File: config.mk
export PLATFORM = sky130hd
export DESIGN_NAME = strseq_top
export DESIGN_NICKNAME = d
export VERILOG_FILES = /design/src/rtl/strseq_pkg.sv /design/src/rtl/strseq_ctrl.sv /design/src/rtl/strseq_dpath.sv /design/src/rtl/strseq_top.sv
export SDC_FILE = /design/constraint.sdc
export NUM_CORES = 1
export LEC_CHECK = 0
export BUFFER_PORTS_ARGS = -buffer_cell sky130_fd_sc_hd__buf_4
export CAP_MARGIN = 0
export CORE_AREA = 2 2 170 122
export DETAILED_ROUTE_END_ITERATION = 10
export DIE_AREA = 0 0 172 124
export PLACE_DENSITY = 0.74
export SLEW_MARGIN = 20
export SYNTH_ARGS = -nofsm -noshare
export SYNTH_HDL_FRONTEND = slang
export SYNTH_HIERARCHICAL = 1
export SYNTH_SLANG_ARGS = --single-unit
File: constraint.sdc
create_clock -name clk -period 17.4 [get_ports clk]
set_clock_uncertainty 0.2 [all_clocks]
set_input_delay 2.61 -clock clk [delete_from_list [all_inputs] [get_ports clk]]
set_output_delay 2.61 -clock clk [all_outputs]
set_load 0.02 [all_outputs]
File: src/rtl/strseq_pkg.sv
`timescale 1ns/1ps
package strseq_pkg;
  localparam int OFF_W     = 16;
  localparam int SEG_SHIFT = 4;
  localparam int PA_W      = OFF_W + SEG_SHIFT;
  localparam int BYTE_W    = 8;
  localparam int ELEM_W    = 2 * BYTE_W;

  typedef enum logic [2:0] {
    OP_MOVE  = 3'd0,
    OP_CMP   = 3'd1,
    OP_SCAN  = 3'd2,
    OP_LOAD  = 3'd3,
    OP_STORE = 3'd4
  } op_e;

  typedef enum logic [1:0] {
    REP_NONE = 2'd0,
    REP_ALL  = 2'd1,
    REP_EQ   = 2'd2,
    REP_NE   = 2'd3
  } rep_e;

  typedef enum logic [2:0] {
    ST_IDLE,
    ST_RDSRC,
    ST_RDDST,
    ST_WRDST,
    ST_STEP,
    ST_DONE
  } state_e;

  // strobes from control to datapath
  typedef struct packed {
    logic loadRegs;
    logic capSrc;
    logic capDst;
    logic hiByte;
    logic addrDst;
    logic wrAcc;
    logic useAcc;
    logic stepSrc;
    logic stepDst;
    logic decCount;
    logic setFlags;
    logic loadAcc;
    logic wordMode;
    logic dirDown;
  } dpCtl_t;
endpackage

File: src/rtl/strseq_ctrl.sv
`timescale 1ns/1ps
module strseq_ctrl
  import strseq_pkg::*;
(
  input  logic             clk,
  input  logic             rstN,
  input  logic             start,
  input  logic [2:0]       opSel,
  input  logic [1:0]       repSel,
  input  logic             wordMode,
  input  logic             dirDown,
  input  logic [OFF_W-1:0] countIn,
  input  logic             memAck,
  input  logic             countOne,
  input  logic             cmpEq,
  output dpCtl_t           ctl,
  output logic             memReq,
  output logic             memWe,
  output logic             busy,
  output logic             done,
  output op_e              opNow
);

  state_e state;
  op_e    cfgOp;
  rep_e   cfgRep;
  logic   cfgWord;
  logic   cfgDir;
  logic   hiSel;

  logic   byteLast;
  logic   isCmp;
  logic   condStop;
  op_e    reqOp;
  rep_e   reqRep;

  assign reqOp    = op_e'(opSel);
  assign reqRep   = rep_e'(repSel);
  assign byteLast = !cfgWord || hiSel;
  assign isCmp    = (cfgOp == OP_CMP) || (cfgOp == OP_SCAN);
  assign condStop = isCmp && (((cfgRep == REP_EQ) && !cmpEq) ||
                              ((cfgRep == REP_NE) &&  cmpEq));

  function automatic state_e firstState(op_e op);
    case (op)
      OP_SCAN:  return ST_RDDST;
      OP_STORE: return ST_WRDST;
      default:  return ST_RDSRC;
    endcase
  endfunction

  always_ff @(posedge clk) begin
    if (!rstN) begin
      state   <= ST_IDLE;
      cfgOp   <= OP_MOVE;
      cfgRep  <= REP_NONE;
      cfgWord <= 1'b0;
      cfgDir  <= 1'b0;
      hiSel   <= 1'b0;
    end else begin
      case (state)
        ST_IDLE: begin
          if (start) begin
            cfgOp   <= reqOp;
            cfgRep  <= reqRep;
            cfgWord <= wordMode;
            cfgDir  <= dirDown;
            hiSel   <= 1'b0;
            if ((reqRep != REP_NONE) && (countIn == '0))
              state <= ST_DONE;
            else
              state <= firstState(reqOp);
          end
        end
        ST_RDSRC: begin
          if (memAck) begin
            if (!byteLast) begin
              hiSel <= 1'b1;
            end else begin
              hiSel <= 1'b0;
              case (cfgOp)
                OP_CMP:  state <= ST_RDDST;
                OP_LOAD: state <= ST_STEP;
                default: state <= ST_WRDST;
              endcase
            end
          end
        end
        ST_RDDST, ST_WRDST: begin
          if (memAck) begin
            if (!byteLast) begin
              hiSel <= 1'b1;
            end else begin
              hiSel <= 1'b0;
              state <= ST_STEP;
            end
          end
        end
        ST_STEP: begin
          if ((cfgRep == REP_NONE) || countOne || condStop)
            state <= ST_DONE;
          else
            state <= firstState(cfgOp);
        end
        ST_DONE: state <= ST_IDLE;
        default: state <= ST_IDLE;
      endcase
    end
  end

  always_comb begin
    ctl          = '0;
    ctl.wordMode = cfgWord;
    ctl.dirDown  = cfgDir;
    ctl.hiByte   = hiSel;
    ctl.wrAcc    = (cfgOp == OP_STORE);
    ctl.useAcc   = (cfgOp == OP_SCAN);
    ctl.loadRegs = (state == ST_IDLE) && start;
    case (state)
      ST_RDSRC: ctl.capSrc = memAck;
      ST_RDDST: begin
        ctl.addrDst = 1'b1;
        ctl.capDst  = memAck;
      end
      ST_WRDST: ctl.addrDst = 1'b1;
      ST_STEP: begin
        ctl.stepSrc  = (cfgOp != OP_SCAN) && (cfgOp != OP_STORE);
        ctl.stepDst  = (cfgOp != OP_LOAD);
        ctl.decCount = (cfgRep != REP_NONE);
        ctl.setFlags = isCmp;
        ctl.loadAcc  = (cfgOp == OP_LOAD);
      end
      default: ;
    endcase
  end

  assign memReq = (state == ST_RDSRC) || (state == ST_RDDST) || (state == ST_WRDST);
  assign memWe  = (state == ST_WRDST);
  assign busy   = (state != ST_IDLE);
  assign done   = (state == ST_DONE);
  assign opNow  = cfgOp;

  // a pending request keeps its direction until acknowledged
  p_req_hold_r13: assert property (@(posedge clk) disable iff (!rstN)
    (memReq && !memAck) |=> (memReq && $stable(memWe)));

  // a repeated start with an empty counter skips all memory traffic
  p_zero_skip_r12: assert property (@(posedge clk) disable iff (!rstN)
    ((state == ST_IDLE) && start && (repSel != 2'd0) && (countIn == '0))
      |=> (done && !memReq));

  // completion is a single-cycle pulse
  p_done_pulse_r14: assert property (@(posedge clk) disable iff (!rstN)
    done |=> !done);

  // the last counted element ends the loop
  p_rep_end_r10: assert property (@(posedge clk) disable iff (!rstN)
    ((state == ST_STEP) && (cfgRep != REP_NONE) && countOne) |=> done);

endmodule

File: src/rtl/strseq_dpath.sv
`timescale 1ns/1ps
module strseq_dpath
  import strseq_pkg::*;
(
  input  logic              clk,
  input  logic              rstN,
  input  dpCtl_t            ctl,
  input  logic [OFF_W-1:0]  srcSeg,
  input  logic [OFF_W-1:0]  dstSeg,
  input  logic [OFF_W-1:0]  srcOffIn,
  input  logic [OFF_W-1:0]  dstOffIn,
  input  logic [OFF_W-1:0]  countIn,
  input  logic [ELEM_W-1:0] accIn,
  input  logic [BYTE_W-1:0] memRdata,
  output logic [PA_W-1:0]   memAddr,
  output logic [BYTE_W-1:0] memWdata,
  output logic [OFF_W-1:0]  srcOff,
  output logic [OFF_W-1:0]  dstOff,
  output logic [OFF_W-1:0]  count,
  output logic [ELEM_W-1:0] acc,
  output logic              zf,
  output logic              cf,
  output logic              sf,
  output logic              countOne,
  output logic              cmpEq
);

  localparam logic [OFF_W-1:0] STEP_BYTE = OFF_W'(1);
  localparam logic [OFF_W-1:0] STEP_WORD = OFF_W'(2);

  logic [ELEM_W-1:0] tmpSrc;
  logic [ELEM_W-1:0] tmpDst;
  logic [OFF_W-1:0]  stepAmt;
  logic [OFF_W-1:0]  selOff;
  logic [OFF_W-1:0]  byteOff;
  logic [OFF_W-1:0]  selSeg;
  logic [ELEM_W-1:0] wrSrc;
  logic [ELEM_W-1:0] lhs;
  logic              cmpLt;

  function automatic logic [OFF_W-1:0] nextOff(logic [OFF_W-1:0] off,
                                               logic [OFF_W-1:0] amt,
                                               logic down);
    return down ? (off - amt) : (off + amt);
  endfunction

  // address forming
  assign stepAmt = ctl.wordMode ? STEP_WORD : STEP_BYTE;
  assign selOff  = ctl.addrDst ? dstOff : srcOff;
  assign selSeg  = ctl.addrDst ? dstSeg : srcSeg;
  assign byteOff = selOff + OFF_W'(ctl.hiByte);
  assign memAddr = {selSeg, {SEG_SHIFT{1'b0}}} + {{SEG_SHIFT{1'b0}}, byteOff};

  // write data
  assign wrSrc    = ctl.wrAcc ? acc : tmpSrc;
  assign memWdata = ctl.hiByte ? wrSrc[ELEM_W-1:BYTE_W] : wrSrc[BYTE_W-1:0];

  // comparison of the left operand against the destination element
  assign lhs = ctl.useAcc ? acc : tmpSrc;
  always_comb begin
    if (ctl.wordMode) begin
      cmpEq = (lhs == tmpDst);
      cmpLt = (lhs < tmpDst);
    end else begin
      cmpEq = (lhs[BYTE_W-1:0] == tmpDst[BYTE_W-1:0]);
      cmpLt = (lhs[BYTE_W-1:0] <  tmpDst[BYTE_W-1:0]);
    end
  end

  assign countOne = (count == OFF_W'(1));

  always_ff @(posedge clk) begin
    if (!rstN) begin
      tmpSrc <= '0;
      tmpDst <= '0;
    end else begin
      if (ctl.capSrc) begin
        if (ctl.hiByte) tmpSrc[ELEM_W-1:BYTE_W] <= memRdata;
        else            tmpSrc[BYTE_W-1:0]      <= memRdata;
      end
      if (ctl.capDst) begin
        if (ctl.hiByte) tmpDst[ELEM_W-1:BYTE_W] <= memRdata;
        else            tmpDst[BYTE_W-1:0]      <= memRdata;
      end
    end
  end

  always_ff @(posedge clk) begin
    if (!rstN) begin
      srcOff <= '0;
      dstOff <= '0;
      count  <= '0;
      acc    <= '0;
    end else if (ctl.loadRegs) begin
      srcOff <= srcOffIn;
      dstOff <= dstOffIn;
      count  <= countIn;
      acc    <= accIn;
    end else begin
      if (ctl.stepSrc)  srcOff <= nextOff(srcOff, stepAmt, ctl.dirDown);
      if (ctl.stepDst)  dstOff <= nextOff(dstOff, stepAmt, ctl.dirDown);
      if (ctl.decCount) count  <= count - OFF_W'(1);
      if (ctl.loadAcc) begin
        if (ctl.wordMode) acc            <= tmpSrc;
        else              acc[BYTE_W-1:0] <= tmpSrc[BYTE_W-1:0];
      end
    end
  end

  always_ff @(posedge clk) begin
    if (!rstN) begin
      zf <= 1'b0;
      cf <= 1'b0;
      sf <= 1'b0;
    end else if (ctl.setFlags) begin
      zf <= cmpEq;
      cf <= cmpLt;
      sf <= cmpLt;
    end
  end

  // equal and below never coexist, and sign follows below
  p_flag_excl_r5: assert property (@(posedge clk) disable iff (!rstN)
    !(zf && cf) && (sf == cf));

  // a repeating element removes exactly one from the counter
  p_count_step_r10: assert property (@(posedge clk) disable iff (!rstN)
    (ctl.decCount && !ctl.loadRegs) |=> (count != $past(count)));

endmodule

File: src/rtl/strseq_top.sv
`timescale 1ns/1ps
module strseq_top
  import strseq_pkg::*;
(
  input  logic        clk,
  input  logic        rstN,
  input  logic        start,
  input  logic [2:0]  opSel,
  input  logic [1:0]  repSel,
  input  logic        wordMode,
  input  logic        dirDown,
  input  logic [15:0] srcSeg,
  input  logic [15:0] dstSeg,
  input  logic [15:0] srcOffIn,
  input  logic [15:0] dstOffIn,
  input  logic [15:0] countIn,
  input  logic [15:0] accIn,
  output logic [15:0] srcOff,
  output logic [15:0] dstOff,
  output logic [15:0] count,
  output logic [15:0] acc,
  output logic        zf,
  output logic        cf,
  output logic        sf,
  output logic        busy,
  output logic        done,
  output logic        memReq,
  output logic        memWe,
  output logic [19:0] memAddr,
  output logic [7:0]  memWdata,
  input  logic        memAck,
  input  logic [7:0]  memRdata
);

  dpCtl_t ctl;
  logic   countOne;
  logic   cmpEq;
  op_e    opNow;

  strseq_ctrl u_ctrl (
    .clk      (clk),
    .rstN     (rstN),
    .start    (start),
    .opSel    (opSel),
    .repSel   (repSel),
    .wordMode (wordMode),
    .dirDown  (dirDown),
    .countIn  (countIn),
    .memAck   (memAck),
    .countOne (countOne),
    .cmpEq    (cmpEq),
    .ctl      (ctl),
    .memReq   (memReq),
    .memWe    (memWe),
    .busy     (busy),
    .done     (done),
    .opNow    (opNow)
  );

  strseq_dpath u_dpath (
    .clk      (clk),
    .rstN     (rstN),
    .ctl      (ctl),
    .srcSeg   (srcSeg),
    .dstSeg   (dstSeg),
    .srcOffIn (srcOffIn),
    .dstOffIn (dstOffIn),
    .countIn  (countIn),
    .accIn    (accIn),
    .memRdata (memRdata),
    .memAddr  (memAddr),
    .memWdata (memWdata),
    .srcOff   (srcOff),
    .dstOff   (dstOff),
    .count    (count),
    .acc      (acc),
    .zf       (zf),
    .cf       (cf),
    .sf       (sf),
    .countOne (countOne),
    .cmpEq    (cmpEq)
  );

  // address and write byte hold while a request waits
  p_addr_hold_r13: assert property (@(posedge clk) disable iff (!rstN)
    (memReq && !memAck) |=> ($stable(memAddr) && $stable(memWdata)));

  // a store never disturbs the flags
  p_store_flags_r8: assert property (@(posedge clk) disable iff (!rstN)
    (busy && !done && (opNow == OP_STORE)) |=> $stable({zf, cf, sf}));

endmodule

==> flow_metrics.tcl <==
set metrics [dict create \
    grt_antenna_before_repair 0 \
    routed-wl-met2_um 11300 \
    row_count 43 \
    start_util_pct 44.6 \
    cts_resized 0 \
    setup_tns_ns 0 \
    routed_wl_um 26400 \
    min_path_type "reg -> reg" \
    wl_per_cell_um 17.5 \
    max-slew-margin-rel_pct 30.8 \
    placed_area_mm2 0.0105 \
    wl_met1_um 13100 \
    vias_per_cell 5.58 \
    p_seq_share_pct 29.9 \
    power_leakage_nw 4.84 \
    p_total_mw 1.13 \
    hold_path_depth 2 \
    design_area_mm2 0.0108 \
    dieWidth_um 172 \
    die_h_um 124 \
    tightest_slew_ns 1.04 \
    gp_congestion 0.900 \
    synth_edf_count 0 \
    synth_area_leaders "dfxtp_1, ha_1, mux2i_1, nand2_1, xnor2_1" \
    synth_cells 1061 \
    hold_viol 0 \
    drtIter0Drc 726 \
    synth-seq-cells 109 \
    ys.flop_type "dfxtp_1" \
    core_mm2 0.0196 \
    start_kind "register" \
    die_area_mm2 0.0213 \
    period_minus_slack_ns 8.15 \
    swShare_pct 42.0 \
    hold_buffers 0 \
    ioPinCount 214 \
    yosys.area.top_type "dfxtp_1" \
    crit_arrival_ns 5.34 \
    drc 0 \
    worstPathMaxFanout 55 \
    place_ws_ns 9.40 \
    ir_worst_vdd_uv 56.5 \
    power.density_mw_per_mm2 104 \
    fmax_mhz 123 \
    yosysTopAreaCellShare_pct 25.0 \
    syn_area_per_cell_um2 8.24 \
    reg2reg_depth 12 \
    synth_cell_types 81 \
    clock_path_buffers 2 \
    setup_viol 0 \
    max_cap_violations 0 \
    report.final.slew_viol_count 0 \
    switchingPower_mw 0.473 \
    insertion_delay_ns 0.36 \
    dp_hpwl_um 19800 \
    nets 1417 \
    dr_wl_met3_um 1630 \
    dr.pass1.iters 7 \
    detail-route-antenna-nets 0 \
    ys_warn_count 6 \
    area_delta_synth_final_pct 24.0 \
    p_int_mw 0.653 \
    fin_crit_sh_pct 46.8 \
    io_buffer_count 213 \
    track_usage_pct 24.5 \
    required_ns 14.59 \
    combPwrFrac_pct 49.2 \
    cts.sinks 109 \
    crit_path_end_kind "primary output" \
    cts_tree "done" \
    status "finished, final reports clean" \
    crit_type "reg -> out" \
    htreeDepth 3 \
    grt_max_degree 110 \
    synthesis.nets 1241 \
    fill_cells 1881 \
    grt_pass1_vias 7756 \
    diodes 0 \
    num_vias 8443 \
    grt_remaining_overflow 0 \
    clkSlewWorstSetupHoldPaths_ns 0.08 \
    syn-cell-area_mm2 0.00874 \
    rsz0062_at_grt "no" \
    setup_slack_ns 9.25 \
    cts-buffers-inserted 9 \
    post_cts_buffers 0 \
    async_flop_share_pct 0 \
    highest_layer "met4" \
    grt_pass1_wl_um 41200 \
    seq_area_frac_synth_pct 25.0 \
    drive_above_1_share_pct 24.2 \
    clock_power_share_pct 20.8 \
    root_buffer "clkbuf_16" \
]
## synth_stat cells, drive strengths merged, types with 3 or more instances
library cell	number
o21a	13
a31oi	14
nor2b	34
xor2	24
or3	6
and3	12
nand2b	14
and2	21
nor2	51
o21bai	7
o211ai	7
nand3	38
o211a	17
xnor2	42
a21boi	19
nor4	6
mux2	30
o21ai	69
fa	3
a211oi	14
buf	17
nand2	123
clkbuf	41
o31a	4
nand3b	5
a21oi	74
o31ai	5
nor3	19
inv	35
dfxtp	109
nand4	6
mux4	8
ha	62
or4	3
mux2i	52
a41oi	5
a21o	20
## through the flow
step	util [%]	cells	hold slack, ns
floorplan	-	1061	0.237
global placement	53.7	1496	0.255
detailed placement	53.7	1496	0.261
CTS	55.4	1512	0.273
global route	55.4	1512	0.297
finish	55.4	1512	0.272
## path summary, 6_finish.rpt
kind	start	endpoint	slack, ns
max	u_ctrl/state[1]	memAddr[19]	9.25
min	u_dpath/tmpDst[8]	u_dpath/tmpDst[8]	0.27
max reg2reg	u_ctrl/opNow[1]	u_ctrl/state[1]	13.43
min reg2reg	u_dpath/tmpDst[8]	u_dpath/tmpDst[8]	0.27
## layout make-up
cell class	instances	area [um^2]	share of cell area, %
inverters	37	139	1.28
well taps	270	338	3.12
clock inverters	7	105	0.969
repair buffers	223	1670	15.4
clock buffers	9	225	2.08
flip-flops and latches	109	2180	20.1
multi-input cells	857	6180	57.0
## worst max-delay path, cell delays in order (launching register included)
cell and delay (ns):
dfxtp_1 0.64, inv_1 0.22, nor2_4 0.11, buf_4 0.53, nand2_1 0.12, o21ai_0 0.10, ha_1 0.20, inv_1 0.09
a211oi_4 0.32, nand2_1 0.11, xor2_1 0.14, o21ai_0 0.40, ha_1 0.31, a21o_1 0.15, a21oi_1 0.28, o21ai_0 0.22
a31oi_1 0.39, nor2b_1 0.08, o21ai_0 0.21, xor2_1 0.16, buf_4 0.16
## cells by family after synthesis
| family | after synthesis | synth area share [%] |
|---|---|---|
| AND/OR/NAND/NOR | 352 | 20.6 |
| XOR/XNOR | 66 | 6.61 |
| AO/OA/AOI/OAI | 284 | 21.9 |
| multiplexers | 90 | 11.9 |
| buffers and inverters | 95 | 4.52 |
| adder cells (fa/ha/maj) | 65 | 9.56 |
| flip-flops | 109 | 25.0 |
## power groups by stage
stage               Sequential (mW)  Combinational [mW]  Clock, mW
global route                  0.343               0.602      0.248
finish                        0.337               0.554      0.235
floorplan                     0.350               0.350          0
global placement              0.340               0.537          0
detailed placement            0.341               0.546          0
CTS                           0.336               0.550      0.239
## cell usage in the layout, fill, tap and decap left out, types with 29 or more instances in the layout
master,Yosys,layout
a21oi_1,73,73
buf_4,4,223
dfxtp_1,109,109
ha_1,62,62
inv_1,33,33
mux2_2,29,29
mux2i_1,52,52
nand2_1,122,122
nand3_1,36,36
nor2_1,51,49
nor2b_1,34,34
o21ai_0,65,65
xnor2_1,42,42
## routing by layer
metal / up-vias / GRT usage [%]
li1: 4170 / -
met1: 3999 / 36.4
met2: 251 / 36.3
met3: 23 / 4.83
met4: 0 / 5.62
met5: - / 0
## state kept, by name (all words and copies together) (netlist names)
register,count
u_dpath/srcOff,16
u_dpath/acc,16
u_dpath/dstOff,16
u_dpath/zf,1
u_ctrl/opNow,3
u_dpath/tmpSrc,16
u_dpath/count,16
u_ctrl/cfgDir,1
u_dpath/tmpDst,16
u_dpath/sf,1
u_ctrl/cfgWord,1
u_ctrl/hiSel,1
u_ctrl/state,3
u_ctrl/cfgRep,2
Note: power is estimated with default switching activity, not from simulation.
